File: config.mk
export PLATFORM = sky130hd
export DESIGN_NAME = irq_arbiter
export DESIGN_NICKNAME = d
export VERILOG_FILES = /design/src/rtl/irq_arb_pkg.sv /design/src/rtl/irq_flag_bank.sv /design/src/rtl/irq_prio_sel.sv /design/src/rtl/irq_vec_sel.sv /design/src/rtl/irq_arbiter.sv
export SDC_FILE = /design/constraint.sdc
export NUM_CORES = 1
export LEC_CHECK = 0
export CAP_MARGIN = 20
export CORE_MARGIN = 2
export CORE_UTILIZATION = 55
export DETAILED_ROUTE_END_ITERATION = 6
export PLACE_DENSITY = 0.95
export SLEW_MARGIN = 15
export SYNTH_ARGS = -nofsm -noshare
export SYNTH_HDL_FRONTEND = slang
export SYNTH_SLANG_ARGS = --single-unit
File: constraint.sdc
create_clock -name clk -period 8.2 [get_ports clk]
set_input_delay 0.82 -clock clk [delete_from_list [all_inputs] [get_ports clk]]
set_output_delay 0.82 -clock clk [all_outputs]
set_load 0.01 [all_outputs]
File: src/rtl/irq_arb_pkg.sv
// Package irq_arb_pkg
// Shared level codes, fixed vectors and flag indices for the interrupt arbiter.
// Assumes 5-bit priority levels; hardware levels start at LVL_HW_BOT.
package irq_arb_pkg;

    localparam int LVL_W = 5;

    localparam logic [LVL_W-1:0] LVL_NONE   = 5'h00;
    localparam logic [LVL_W-1:0] LVL_HALT   = 5'h1F;
    localparam logic [LVL_W-1:0] LVL_CRD    = 5'h1A;
    localparam logic [LVL_W-1:0] LVL_CLK    = 5'h18;
    localparam logic [LVL_W-1:0] LVL_HW_BOT = 5'h14;
    localparam logic [LVL_W-1:0] LVL_CDAT   = 5'h13;
    localparam logic [LVL_W-1:0] LVL_IPI    = 5'h12;
    localparam logic [LVL_W-1:0] LVL_FLP    = 5'h11;
    localparam logic [LVL_W-1:0] LVL_CON    = 5'h10;
    localparam logic [LVL_W-1:0] LVL_SW_MAX = 5'h0F;

    localparam int SW_BITS = 15;

    localparam int VEC_CRD  = 'h054;
    localparam int VEC_CLK  = 'h0C0;
    localparam int VEC_CDAT = 'h0C8;
    localparam int VEC_IPI  = 'h0CC;
    localparam int VEC_FLP  = 'h0D0;
    localparam int VEC_RX   = 'h0F8;
    localparam int VEC_TX   = 'h0FC;
    localparam int VEC_SW_BASE  = 'h080;
    localparam int VEC_NEX_BASE = 'h100;

    // Index of each single (not per-CPU) held flag
    localparam int FX_CRD  = 0;
    localparam int FX_CDAT = 1;
    localparam int FX_FLP  = 2;
    localparam int FX_RX   = 3;
    localparam int FX_NUM  = 4;

    typedef logic [FX_NUM-1:0] fixed_flags_t;

endpackage

File: src/rtl/irq_flag_bank.sv
// Module irq_flag_bank
// Holds every latched interrupt request flag. Each flag is set by its strobe
// and cleared by the matching clear strobe; a set on the same edge wins.
// Assumes set/clear strobes are synchronous one-cycle pulses.
module irq_flag_bank
    import irq_arb_pkg::*;
#(
    parameter int NCPU      = 2,
    parameter int SLOTS     = 16,
    parameter int HW_LEVELS = 4
) (
    input  logic                       clk,
    input  logic                       rst_n,
    input  fixed_flags_t               fx_set,
    input  fixed_flags_t               fx_clr,
    input  logic [NCPU-1:0]            clk_set,
    input  logic [NCPU-1:0]            clk_clr,
    input  logic [NCPU-1:0]            ipi_set,
    input  logic [NCPU-1:0]            ipi_clr,
    input  logic [NCPU-1:0]            tx_set,
    input  logic [NCPU-1:0]            tx_clr,
    input  logic [HW_LEVELS*SLOTS-1:0] hw_set,
    input  logic [HW_LEVELS*SLOTS-1:0] hw_clr,
    output fixed_flags_t               fx_q,
    output logic [NCPU-1:0]            clk_q,
    output logic [NCPU-1:0]            ipi_q,
    output logic [NCPU-1:0]            tx_q,
    output logic [HW_LEVELS*SLOTS-1:0] hw_q
);

    // Single flags: clear what was served, then merge new requests
    always_ff @(posedge clk) begin
        if (!rst_n) fx_q <= '0;
        else        fx_q <= (fx_q & ~fx_clr) | fx_set;
    end

    // One group of per-CPU flags for each CPU
    for (genvar c = 0; c < NCPU; c++) begin : g_cpu
        // Per-CPU clock, inter-processor and transmit bits
        always_ff @(posedge clk) begin
            if (!rst_n) begin
                clk_q[c] <= 1'b0;
                ipi_q[c] <= 1'b0;
                tx_q[c]  <= 1'b0;
            end else begin
                clk_q[c] <= (clk_q[c] & ~clk_clr[c]) | clk_set[c];
                ipi_q[c] <= (ipi_q[c] & ~ipi_clr[c]) | ipi_set[c];
                tx_q[c]  <= (tx_q[c]  & ~tx_clr[c])  | tx_set[c];
            end
        end

        AST_CLK_SET_HOLD: assert property (@(posedge clk) disable iff (!rst_n)
            clk_set[c] |=> clk_q[c]);
    end

    // One request word for each hardware level
    for (genvar l = 0; l < HW_LEVELS; l++) begin : g_hw
        localparam int LO = l * SLOTS;

        // Slot word of hardware level l
        always_ff @(posedge clk) begin
            if (!rst_n) hw_q[LO +: SLOTS] <= '0;
            else        hw_q[LO +: SLOTS] <= (hw_q[LO +: SLOTS] & ~hw_clr[LO +: SLOTS])
                                             | hw_set[LO +: SLOTS];
        end

        AST_HW_ONE_CLEAR: assert property (@(posedge clk) disable iff (!rst_n)
            $onehot0(hw_clr[LO +: SLOTS]));

        AST_HW_SET_HOLD: assert property (@(posedge clk) disable iff (!rst_n)
            (hw_set[LO +: SLOTS] != '0) |=>
            ((hw_q[LO +: SLOTS] & $past(hw_set[LO +: SLOTS])) == $past(hw_set[LO +: SLOTS])));
    end

    AST_FLP_SET_HOLD: assert property (@(posedge clk) disable iff (!rst_n)
        fx_set[FX_FLP] |=> fx_q[FX_FLP]);

endmodule

File: src/rtl/irq_prio_sel.sv
// Module irq_prio_sel
// Combinational priority scan: returns the highest level that may be taken
// above the current priority level, or LVL_NONE.
// Assumes cpu_mask is one-hot (or zero) for the current CPU.
module irq_prio_sel
    import irq_arb_pkg::*;
#(
    parameter int NCPU      = 2,
    parameter int SLOTS     = 16,
    parameter int HW_LEVELS = 4
) (
    input  logic                       halt_pin,
    input  fixed_flags_t               fx_q,
    input  logic [NCPU-1:0]            clk_q,
    input  logic [NCPU-1:0]            ipi_q,
    input  logic [NCPU-1:0]            tx_q,
    input  logic [HW_LEVELS*SLOTS-1:0] hw_q,
    input  logic [SW_BITS-1:0]         sw_req,
    input  logic [NCPU-1:0]            cpu_mask,
    input  logic                       cpu_is0,
    input  logic [LVL_W-1:0]           cur_ipl,
    output logic [LVL_W-1:0]           irq_lvl
);

    logic done;

    // Ordered scan from the most to the least urgent source
    always_comb begin
        irq_lvl = LVL_NONE;
        done    = 1'b0;
        if (halt_pin) begin
            irq_lvl = LVL_HALT;
            done    = 1'b1;
        end
        if (!done && fx_q[FX_CRD] && (cur_ipl < LVL_CRD)) begin
            irq_lvl = LVL_CRD;
            done    = 1'b1;
        end
        if (!done && ((clk_q & cpu_mask) != '0) && (cur_ipl < LVL_CLK)) begin
            irq_lvl = LVL_CLK;
            done    = 1'b1;
        end
        for (int l = HW_LEVELS - 1; l >= 0; l--) begin
            if (!done) begin
                if (LVL_W'(int'(LVL_HW_BOT) + l) <= cur_ipl) begin
                    done = 1'b1;
                end else if (hw_q[l*SLOTS +: SLOTS] != '0) begin
                    irq_lvl = LVL_W'(int'(LVL_HW_BOT) + l);
                    done    = 1'b1;
                end
            end
        end
        if (!done && fx_q[FX_CDAT] && (cur_ipl < LVL_CDAT)) begin
            irq_lvl = LVL_CDAT;
            done    = 1'b1;
        end
        if (!done && ((ipi_q & cpu_mask) != '0) && (cur_ipl < LVL_IPI)) begin
            irq_lvl = LVL_IPI;
            done    = 1'b1;
        end
        if (!done && fx_q[FX_FLP] && (cur_ipl < LVL_FLP)) begin
            irq_lvl = LVL_FLP;
            done    = 1'b1;
        end
        if (!done && (cur_ipl < LVL_CON) &&
            ((fx_q[FX_RX] && cpu_is0) || ((tx_q & cpu_mask) != '0))) begin
            irq_lvl = LVL_CON;
            done    = 1'b1;
        end
        if (cur_ipl >= LVL_SW_MAX) done = 1'b1;
        for (int k = SW_BITS - 1; k >= 0; k--) begin
            if (!done && sw_req[k] && (LVL_W'(k + 1) > cur_ipl)) begin
                irq_lvl = LVL_W'(k + 1);
                done    = 1'b1;
            end
        end
    end

endmodule

File: src/rtl/irq_vec_sel.sv
// Module irq_vec_sel
// Combinational acknowledge decode: for the acknowledged level, picks the
// request to serve, forms its vector and raises one clear strobe.
// Assumes clears are only acted on when ack is high (gated here).
module irq_vec_sel
    import irq_arb_pkg::*;
#(
    parameter int NCPU      = 2,
    parameter int SLOTS     = 16,
    parameter int HW_LEVELS = 4,
    parameter int VEC_W     = 16,
    parameter int ADP_SLOT  = 3
) (
    input  logic                       ack,
    input  logic [LVL_W-1:0]           ack_lvl,
    input  fixed_flags_t               fx_q,
    input  logic [NCPU-1:0]            clk_q,
    input  logic [NCPU-1:0]            ipi_q,
    input  logic [NCPU-1:0]            tx_q,
    input  logic [HW_LEVELS*SLOTS-1:0] hw_q,
    input  logic [NCPU-1:0]            cpu_mask,
    input  logic                       cpu_is0,
    input  logic [VEC_W-1:0]           adp_vec,
    output logic [VEC_W-1:0]           vec,
    output logic                       err,
    output fixed_flags_t               fx_clr,
    output logic [NCPU-1:0]            clk_clr,
    output logic [NCPU-1:0]            ipi_clr,
    output logic [NCPU-1:0]            tx_clr,
    output logic [HW_LEVELS*SLOTS-1:0] hw_clr
);

    localparam int LVL_STRIDE = SLOTS * 4;
    localparam logic [LVL_W-1:0] LVL_HW_TOP = LVL_W'(int'(LVL_HW_BOT) + HW_LEVELS - 1);

    logic [SLOTS-1:0] word;
    int               pick;
    logic             found;

    // Serve one request at the acknowledged level
    always_comb begin
        vec     = '0;
        err     = 1'b0;
        fx_clr  = '0;
        clk_clr = '0;
        ipi_clr = '0;
        tx_clr  = '0;
        hw_clr  = '0;
        word    = '0;
        pick    = 0;
        found   = 1'b0;
        if (ack) begin
            if (ack_lvl == LVL_CRD) begin
                if (fx_q[FX_CRD]) begin
                    fx_clr[FX_CRD] = 1'b1;
                    vec = VEC_W'(VEC_CRD);
                end
            end else if (ack_lvl == LVL_CLK) begin
                if ((clk_q & cpu_mask) != '0) begin
                    clk_clr = cpu_mask;
                    vec = VEC_W'(VEC_CLK);
                end
            end else if (ack_lvl > LVL_HW_TOP) begin
                err = 1'b1;
            end else if (ack_lvl >= LVL_HW_BOT) begin
                for (int l = 0; l < HW_LEVELS; l++) begin
                    if (ack_lvl == LVL_W'(int'(LVL_HW_BOT) + l)) begin
                        word = hw_q[l*SLOTS +: SLOTS];
                        if (word[ADP_SLOT]) begin
                            hw_clr[l*SLOTS + ADP_SLOT] = 1'b1;
                            vec = adp_vec;
                        end else begin
                            for (int s = SLOTS - 1; s >= 0; s--) begin
                                if (word[s]) begin
                                    pick  = s;
                                    found = 1'b1;
                                end
                            end
                            if (found) begin
                                hw_clr[l*SLOTS + pick] = 1'b1;
                                vec = VEC_W'(VEC_NEX_BASE + l * LVL_STRIDE + pick * 4);
                            end
                        end
                    end
                end
            end else if (ack_lvl == LVL_CDAT) begin
                if (fx_q[FX_CDAT]) begin
                    fx_clr[FX_CDAT] = 1'b1;
                    vec = VEC_W'(VEC_CDAT);
                end
            end else if (ack_lvl == LVL_IPI) begin
                if ((ipi_q & cpu_mask) != '0) begin
                    ipi_clr = cpu_mask;
                    vec = VEC_W'(VEC_IPI);
                end
            end else if (ack_lvl == LVL_FLP) begin
                if (fx_q[FX_FLP]) begin
                    fx_clr[FX_FLP] = 1'b1;
                    vec = VEC_W'(VEC_FLP);
                end
            end else if (ack_lvl == LVL_CON) begin
                if (fx_q[FX_RX] && cpu_is0) begin
                    fx_clr[FX_RX] = 1'b1;
                    vec = VEC_W'(VEC_RX);
                end else if ((tx_q & cpu_mask) != '0) begin
                    tx_clr = cpu_mask;
                    vec = VEC_W'(VEC_TX);
                end
            end else if (ack_lvl != LVL_NONE) begin
                vec = VEC_W'(VEC_SW_BASE + 4 * int'(ack_lvl));
            end
        end
    end

endmodule

File: src/rtl/irq_arbiter.sv
// Module irq_arbiter (top)
// Prioritized interrupt arbiter and vectorer. Latches request strobes, reports
// the winning level combinationally and, on a one-cycle acknowledge, registers
// the vector and clears the served request on the same edge.
// Assumes synchronous active-low reset and cpu_id below NCPU.
module irq_arbiter
    import irq_arb_pkg::*;
#(
    parameter int NCPU      = 2,
    parameter int SLOTS     = 16,
    parameter int HW_LEVELS = 4,
    parameter int VEC_W     = 16,
    parameter int ADP_SLOT  = 3,
    parameter int CPU_W     = (NCPU > 1) ? $clog2(NCPU) : 1
) (
    input  logic                       clk,
    input  logic                       rst_n,
    input  logic                       halt_pin,
    input  logic                       crd_set,
    input  logic [NCPU-1:0]            clk_set,
    input  logic [HW_LEVELS*SLOTS-1:0] hw_set,
    input  logic                       cdat_set,
    input  logic [NCPU-1:0]            ipi_set,
    input  logic                       flp_set,
    input  logic                       rx_set,
    input  logic [NCPU-1:0]            tx_set,
    input  logic [14:0]                sw_req,
    input  logic [CPU_W-1:0]           cpu_id,
    input  logic [4:0]                 cur_ipl,
    input  logic [VEC_W-1:0]           adp_vec,
    input  logic                       ack,
    input  logic [4:0]                 ack_lvl,
    output logic [4:0]                 irq_lvl,
    output logic [VEC_W-1:0]           vec_out,
    output logic                       vec_valid,
    output logic                       ack_err
);

    localparam int HW_W = HW_LEVELS * SLOTS;

    fixed_flags_t    fx_set, fx_clr, fx_q;
    logic [NCPU-1:0] clk_clr, ipi_clr, tx_clr;
    logic [NCPU-1:0] clk_q, ipi_q, tx_q;
    logic [HW_W-1:0] hw_clr, hw_q;
    logic [NCPU-1:0] cpu_mask;
    logic            cpu_is0;
    logic [VEC_W-1:0] vec_c;
    logic            err_c;

    // Gather the single-flag set strobes and decode the current CPU
    always_comb begin
        fx_set          = '0;
        fx_set[FX_CRD]  = crd_set;
        fx_set[FX_CDAT] = cdat_set;
        fx_set[FX_FLP]  = flp_set;
        fx_set[FX_RX]   = rx_set;
        cpu_mask        = NCPU'(1) << cpu_id;
        cpu_is0         = (cpu_id == '0);
    end

    irq_flag_bank #(.NCPU(NCPU), .SLOTS(SLOTS), .HW_LEVELS(HW_LEVELS)) u_flags (
        .clk     (clk),
        .rst_n   (rst_n),
        .fx_set  (fx_set),
        .fx_clr  (fx_clr),
        .clk_set (clk_set),
        .clk_clr (clk_clr),
        .ipi_set (ipi_set),
        .ipi_clr (ipi_clr),
        .tx_set  (tx_set),
        .tx_clr  (tx_clr),
        .hw_set  (hw_set),
        .hw_clr  (hw_clr),
        .fx_q    (fx_q),
        .clk_q   (clk_q),
        .ipi_q   (ipi_q),
        .tx_q    (tx_q),
        .hw_q    (hw_q)
    );

    irq_prio_sel #(.NCPU(NCPU), .SLOTS(SLOTS), .HW_LEVELS(HW_LEVELS)) u_prio (
        .halt_pin (halt_pin),
        .fx_q     (fx_q),
        .clk_q    (clk_q),
        .ipi_q    (ipi_q),
        .tx_q     (tx_q),
        .hw_q     (hw_q),
        .sw_req   (sw_req),
        .cpu_mask (cpu_mask),
        .cpu_is0  (cpu_is0),
        .cur_ipl  (cur_ipl),
        .irq_lvl  (irq_lvl)
    );

    irq_vec_sel #(.NCPU(NCPU), .SLOTS(SLOTS), .HW_LEVELS(HW_LEVELS),
                  .VEC_W(VEC_W), .ADP_SLOT(ADP_SLOT)) u_vec (
        .ack      (ack),
        .ack_lvl  (ack_lvl),
        .fx_q     (fx_q),
        .clk_q    (clk_q),
        .ipi_q    (ipi_q),
        .tx_q     (tx_q),
        .hw_q     (hw_q),
        .cpu_mask (cpu_mask),
        .cpu_is0  (cpu_is0),
        .adp_vec  (adp_vec),
        .vec      (vec_c),
        .err      (err_c),
        .fx_clr   (fx_clr),
        .clk_clr  (clk_clr),
        .ipi_clr  (ipi_clr),
        .tx_clr   (tx_clr),
        .hw_clr   (hw_clr)
    );

    // Register the acknowledge result for one cycle
    always_ff @(posedge clk) begin
        if (!rst_n) begin
            vec_out   <= '0;
            vec_valid <= 1'b0;
            ack_err   <= 1'b0;
        end else begin
            vec_valid <= ack;
            ack_err   <= ack & err_c;
            if (ack) vec_out <= vec_c;
        end
    end

    AST_HALT_WINS: assert property (@(posedge clk) disable iff (!rst_n)
        halt_pin |-> (irq_lvl == LVL_HALT));

    AST_ABOVE_IPL: assert property (@(posedge clk) disable iff (!rst_n)
        (!halt_pin && (irq_lvl != LVL_NONE)) |-> (irq_lvl > cur_ipl));

    AST_SW_CEILING: assert property (@(posedge clk) disable iff (!rst_n)
        (!halt_pin && (cur_ipl >= LVL_SW_MAX)) |-> ((irq_lvl == LVL_NONE) || (irq_lvl > cur_ipl)));

    AST_ACK_VALID: assert property (@(posedge clk) disable iff (!rst_n)
        ack |=> vec_valid);

    AST_VALID_PULSE: assert property (@(posedge clk) disable iff (!rst_n)
        !ack |=> !vec_valid);

    AST_ERR_ZERO_VEC: assert property (@(posedge clk) disable iff (!rst_n)
        ack_err |-> (vec_valid && (vec_out == '0)));

endmodule

==> results.sh, run 1 <==
export IMPL_synthArstFlopShare_pct=0
export IMPL_synthMostInstantiatedCell="nor2_1"
export IMPL_fp_dieW_um=109.2
export IMPL_setup_tns_ns=0
export IMPL_die_y_um=109.2
export IMPL_grt_pass1_wl_um=32350
export IMPL_worstMarginPinSlew_ns=1.016
export IMPL_grt_max_degree=94
export IMPL_outcome="finished, violations left"
export IMPL_nets=1072
export IMPL_core_area_sq_mm=0.01084
export IMPL_synth_cell_types=70
export IMPL_fin_crit_ns=5.129
export IMPL_utilization_pct=71.98
export IMPL_synth_top_area_cell="dfxtp_1"
export IMPL_port_buffers=142
export IMPL_cts_path_max_buffers=2
export IMPL_drive_gt1_share_pct=4.702
export IMPL_die_area_sq_mm=0.01193
export IMPL_via_per_inst=6.566
export IMPL_synthCells=827
export IMPL_area_growth_pct=28.13
export IMPL_grt_pass1_vias=6684
export IMPL_worstSkewPairLatency_ns=0.37
export IMPL_synth_commonest_cells="93 x nor2_1, 92 x dfxtp_1, 71 x a21oi_1"
export IMPL_dr_pass1_iters=7
export IMPL_wire_per_inst_um=18.87
export IMPL_violations="design-rule violations"
export IMPL_hold_buffers=0
export IMPL_ys_ff_latch=92
export IMPL_path_clk_slew_ns=0.08
export IMPL_cts_tree="done"
export IMPL_synth_edff_count=0
export IMPL_fillers=896
export IMPL_register_area_sq_mm=0.001842
export IMPL_critical_path_required_ns=7.38
export IMPL_rows=38
export IMPL_yosysWarningCount=0
export IMPL_crit_arrival_ns=4.31
export IMPL_remaining_drc_errors=1
export IMPL_criticalPathCategory="input pin to primary output"
export IMPL_drt_iter0_drc=904
export IMPL_cp_max_fo=17
export IMPL_slew_headroom_pct=31.68
export IMPL_period_share_pct=62.55
export IMPL_drt_total_wl_um=20700
export IMPL_syn_num_nets=947
export IMPL_post_cts_buffers=0
export IMPL_min_path_type="flip-flop to flip-flop"
export IMPL_yosysTopAreaCellShare_pct=30.24
export IMPL_cts_sinks=92
export IMPL_antenna_found_initial=0
export IMPL_p_leak_nw=2.787
export IMPL_synth_seq_area_share_pct=30.24
export IMPL_multi_input_area_sq_mm=0.004004
export IMPL_synth_main_ff_cell="dfxtp_1"
export IMPL_dp_hpwl_um=15660
export IMPL_grt_use_total_pct=34.19
export IMPL_cts_root_buffer="clkbuf_8"
export IMPL_yosys_top_cells_area="dfxtp_1 30%, o21a_1 5.9%, a21oi_1 5.8%"
export IMPL_ant_nets=0
export IMPL_start_kind="input pin"
export IMPL_num_io_pins=143
export IMPL_rsz0062_at_grt="false"
export IMPL_cts_buffers=9
export IMPL_gp_congestion=0.9898
export IMPL_gr_total_overflow=0
export IMPL_htree_num_levels=3
export IMPL_post_cts_resized=0
export IMPL_fin_skew_ns=0.01552
export IMPL_avgSynthCellArea_sq_um=7.363
export IMPL_power_density_mw_per_mm2=142.5
export IMPL_hold_viol_final=0
export IMPL_initial_core_util_pct=56.17
export IMPL_vias=7203
export IMPL_setup_viol=0
export IMPL_setup_worst_path_end_class="primary output"
export IMPL_max_vdd_ir_drop_mv=0.1130
export IMPL_max_freq_ghz=0.1950
export IMPL_syn_area_sq_mm=0.006090
export IMPL_cap_viol_max_count=0
export IMPL_insertedDiodeCount=0
export IMPL_finalMaxSlewViolations=0
-- critical path: stages --
cell and delay [ns]:
clkdlybuf4s50_1 0.83, o21ai_0 0.22, or2_2 0.34, a21oi_1 0.27, o211ai_1 0.26, nand4b_2 0.36
nor4_2 0.33, nand4b_1 0.12, a31oi_1 0.20, clkdlybuf4s50_1 0.56
-- sequential cells by signal, indices dropped and copies added (netlist names) --
signal / count
ack_err: 1
u_flags.fx_q: 4
u_flags.clk_q: 2
vec_valid: 1
u_flags.tx_q: 2
u_flags.hw_q: 64
u_flags.ipi_q: 2
vec_out: 16
-- kinds of logic after synthesis --
logic type / Yosys count / share of synthesized area, %
compound gates: 309 / 33.59
flops: 92 / 30.24
mux: 3 / 0.4931
simple gates: 359 / 31.66
buf+inv: 64 / 4.006
-- report_power, final --
group          internal [mW]  switching (mW)
Clock                  0.158           0.169
Sequential             0.475          0.0380
Combinational          0.130           0.141
Total                  0.764           0.348
-- metrics by stage --
step | cell area, sq um | instances | setup WS, ns | total power [mW] | hold WS (ns)
6_report | 7802 | 1097 | 3.071 | 1.112 | 0.5065
5_1_grt | 7802 | 1097 | 2.848 | 1.157 | 0.5248
4_1_cts | 7802 | 1097 | 3.127 | 1.106 | 0.5096
3_5_place_dp | 7591 | 1081 | 3.153 | 0.7848 | 0.4899
3_3_place_gp | 7591 | 1081 | 3.185 | 0.7783 | 0.4818
2_1_floorplan | 6090 | 827 | 4.542 | 0.6617 | 0.4717
-- layer usage --
layer  routed length, um  global-route usage, %  up-vias
li1                    -                      -     3342
met1                8092                  43.25     3262
met2                9410                  55.90      495
met3                2223                  7.233      104
met4                 972                  15.37        0
met5                   0                      0        -
-- cell usage in the layout, fill, tap and decap left out, drive strengths merged, types with 20 or more instances in the layout --
cell	count
clkdlybuf4s50	141
nor2	93
dfxtp	92
a21oi	71
o21ai	69
nand2	61
o21a	48
nor2b	40
inv	31
nor3	29
nor4	25
nand3	21
a31oi	20
-- final timing paths --
path | startpoint | to | slack (ns) | depth (start not counted)
min | vec_out[8]$_SDFFE_PN0P_ | vec_out[8]$_SDFFE_PN0P_ | 0.51 | 2
min reg2reg | vec_out[8]$_SDFFE_PN0P_ | vec_out[8]$_SDFFE_PN0P_ | 0.51 | 2
max | cur_ipl[3] | irq_lvl[0] | 3.07 | 10
max reg2reg | u_flags.hw_q[27]$_SDFF_PN0_ | vec_out[3]$_SDFFE_PN0P_ | 4.85 | 8
-- layout make-up --
class                   instances  share of cell area, %
flip-flops and latches         92                  23.60
inverters                      31                  1.491
clock inverters                 5                 0.7697
repair buffers                147                  18.63
multi-input cells             671                  51.31
clock buffers                  11                  1.940
well taps                     140                  2.245
No activity file was read; power rests on OpenSTA's default activity.
==> run 2, diff against run 1 <==
Settings changed: CORE_UTILIZATION 55 to 51, PLACE_DENSITY 0.95 to 0.9.
Clock period 8.2 ns to 5.25 ns, I/O delays scaled along.
==> run 2 against run 1 <==
Sequential share of layout area is 0.42 points lower. Non-clock buffer count is 1 higher. Routed wire length is 0.72% lower. Clock skew is 0.0048 ns lower. The run still ends with design-rule violations left. Critical path depth stayed put. Critical path type unchanged. Total power is 77% higher. Clock-buffer cell count stayed put. Combinational power is 56% higher. Global-route usage is 2.2 points lower. Register-to-register slack worse by 2.9 ns.
==> results.sh, run 2 (same netlist as run 1, synthesis figures left out) <==
export IMPL_max_vdd_ir_drop_mv=0.2062
export IMPL_drive_gt1_share_pct=4.598
export IMPL_num_io_pins=143
export IMPL_r2r_end="u_flags.hw_q[60]$_SDFF_PN0_"
export IMPL_cts_buffers=9
export IMPL_crit_arrival_ns=3.98
export IMPL_grt_pass1_wl_um=33090
export IMPL_cts_sinks=92
export IMPL_worstSkewPairLatency_ns=0.36
export IMPL_layout_common_cells="141 x clkdlybuf4s50_1, 93 x nor2_1, 92 x dfxtp_1"
export IMPL_holdPathStages=2
export IMPL_worstMarginPinSlew_ns=0.8903
export IMPL_wire_per_inst_um=18.68
export IMPL_grt_max_degree=94
export IMPL_period_share_pct=85.83
export IMPL_timing_rr_start="u_flags.hw_q[23]$_SDFF_PN0_"
export IMPL_violations="design-rule violations"
export IMPL_start_kind="input pin"
export IMPL_fp_dieW_um=113.3
export IMPL_p_leak_nw=2.848
export IMPL_drt_total_wl_um=20550
export IMPL_setup_worst_path_end_class="primary output"
export IMPL_die_y_um=113.3
export IMPL_vias=7119
export IMPL_min_path_type="flip-flop to flip-flop"
export IMPL_fillers=977
export IMPL_hold_buffers=0
export IMPL_cp_max_fo=17
export IMPL_rsz0062_at_grt="false"
export IMPL_critPathSlowestCell="clkdlybuf4s50_1"
export IMPL_final_cells=1100
export IMPL_dr_pass1_iters=7
export IMPL_layout_commonest_cell="clkdlybuf4s50_1"
export IMPL_reg2reg_depth=8
export IMPL_dp_cells=1085
export IMPL_top_regs="u_flags.hw_q: 64 flops, vec_out: 16 flops, u_flags.fx_q: 4 flops"
export IMPL_nets=1073
export IMPL_area_growth_pct=30.43
export IMPL_hold_end="vec_out[8]$_SDFFE_PN0P_"
export IMPL_slew_headroom_pct=40.02
export IMPL_critical_path_required_ns=4.72
export IMPL_via_per_inst=6.472
export IMPL_setup_tns_ns=0
export IMPL_antenna_found_initial=0
export IMPL_max_stage_delay_ns=0.83
export IMPL_fin_skew_ns=0.01075
export IMPL_grt_pass1_vias=6658
export IMPL_setup_viol=0
export IMPL_outcome="finished, violations left"
export IMPL_fin_crit_ns=4.506
export IMPL_cts_root_buffer="clkbuf_16"
export IMPL_htree_num_levels=3
export IMPL_power_density_mw_per_mm2=248.4
export IMPL_gr_total_overflow=0
export IMPL_initial_core_util_pct=52.88
export IMPL_crit_top_cell="clkdlybuf4s50_1"
export IMPL_hold_viol_final=0
export IMPL_gp_congestion=0.9770
export IMPL_die_area_sq_mm=0.01283
export IMPL_remaining_drc_errors=12
export IMPL_finalMaxSlewViolations=0
export IMPL_criticalPathCategory="input pin to primary output"
export IMPL_cap_viol_max_count=0
export IMPL_worstPathCellList="clkdlybuf4s50_1 > o21ai_0 > or2_2 > a21oi_1 > o211ai_1 > nand4b_2 > nor4_2 > nand4b_1 > a31oi_1 > clkdlybuf4s50_1"
export IMPL_max_freq_ghz=0.2219
export IMPL_rrSetupSlack_ns=1.95
export IMPL_port_buffers=142
export IMPL_dp_hpwl_um=15720
export IMPL_insertedDiodeCount=0
export IMPL_path_clk_slew_ns=0.06
export IMPL_ant_nets=0
export IMPL_cts_path_max_buffers=2
export IMPL_drt_iter0_drc=839
export IMPL_core_area_sq_mm=0.01152
export IMPL_post_cts_resized=0
export IMPL_hp_start="vec_out[8]$_SDFFE_PN0P_"
export IMPL_cts_tree="done"
export IMPL_largest_register="u_flags.hw_q"
export IMPL_rows=39
export IMPL_grt_use_total_pct=31.98
export IMPL_largest_reg_flops=64
export IMPL_post_cts_buffers=0
-- run 2: cell types whose count changed in the layout (fill, tap and decap cells not counted), sizes merged --
cell | before | now
bufinv | 1 | 3
buf | 6 | 7
clkinv | 3 | 0
-- run 2: critical path: cells and delay by family --
family | cells | cell delay (ns)
buf+inv | 2 | 1.39
compound gates | 4 | 0.91
simple gates | 4 | 1.15
-- run 2: worst max path at each step --
| stage | startpoint | end | slack [ns] | cells after the start |
|---|---|---|---|---|
| after detailed placement | cur_ipl[3] | irq_lvl[0] | 0.82 | 10 |
| after global routing | cur_ipl[3] | irq_lvl[0] | 0.44 | 10 |
| after global placement | cur_ipl[3] | irq_lvl[1] | 0.87 | 10 |
| after CTS | cur_ipl[3] | irq_lvl[0] | 0.80 | 10 |
| final | cur_ipl[3] | irq_lvl[0] | 0.74 | 10 |
| after floorplan | u_flags.hw_q[27]$_SDFF_PN0_ | irq_lvl[0] | 2.08 | 9 |
-- run 2: stage by stage --
step                      total power [mW]  utilization [%]  area [sq um]  setup slack (ns)  hold WS, ns
final                                1.973            68.97          7943            0.7440       0.5062
after global routing                 2.055            68.97          7943            0.4365       0.5286
after CTS                            1.969            68.97          7943            0.8002       0.5091
after detailed placement             1.225            66.01          7602            0.8216       0.4982
after global placement               1.220            66.01          7602            0.8736       0.4868
after floorplan                      1.034                -          6090             2.085       0.4717
-- run 2: final cells by class --
type	count	area, sq um	share of cell area, %
multi-input cells	671	4004	50.41
flip-flops and latches	92	1842	23.19
repair buffers	148	1461	18.40
clock buffers	11	242.7	3.056
well taps	143	178.9	2.253
inverters	31	116.4	1.465
clock inverters	4	97.59	1.229
-- run 2: routing by layer --
| metal | global-route usage, % | wire, um |
|---|---|---|
| met4 | 16.83 | 920 |
| met2 | 50.02 | 9113 |
| met1 | 41.53 | 8375 |
| met5 | 0 | 0 |
| met3 | 6.695 | 2139 |
-- run 2: power by group --
group | total (mW) | internal (mW) | switching, mW
Combinational | 0.423 | 0.204 | 0.219
Clock | 0.749 | 0.476 | 0.274
Sequential | 0.801 | 0.743 | 0.0573
Total | 1.97 | 1.42 | 0.550
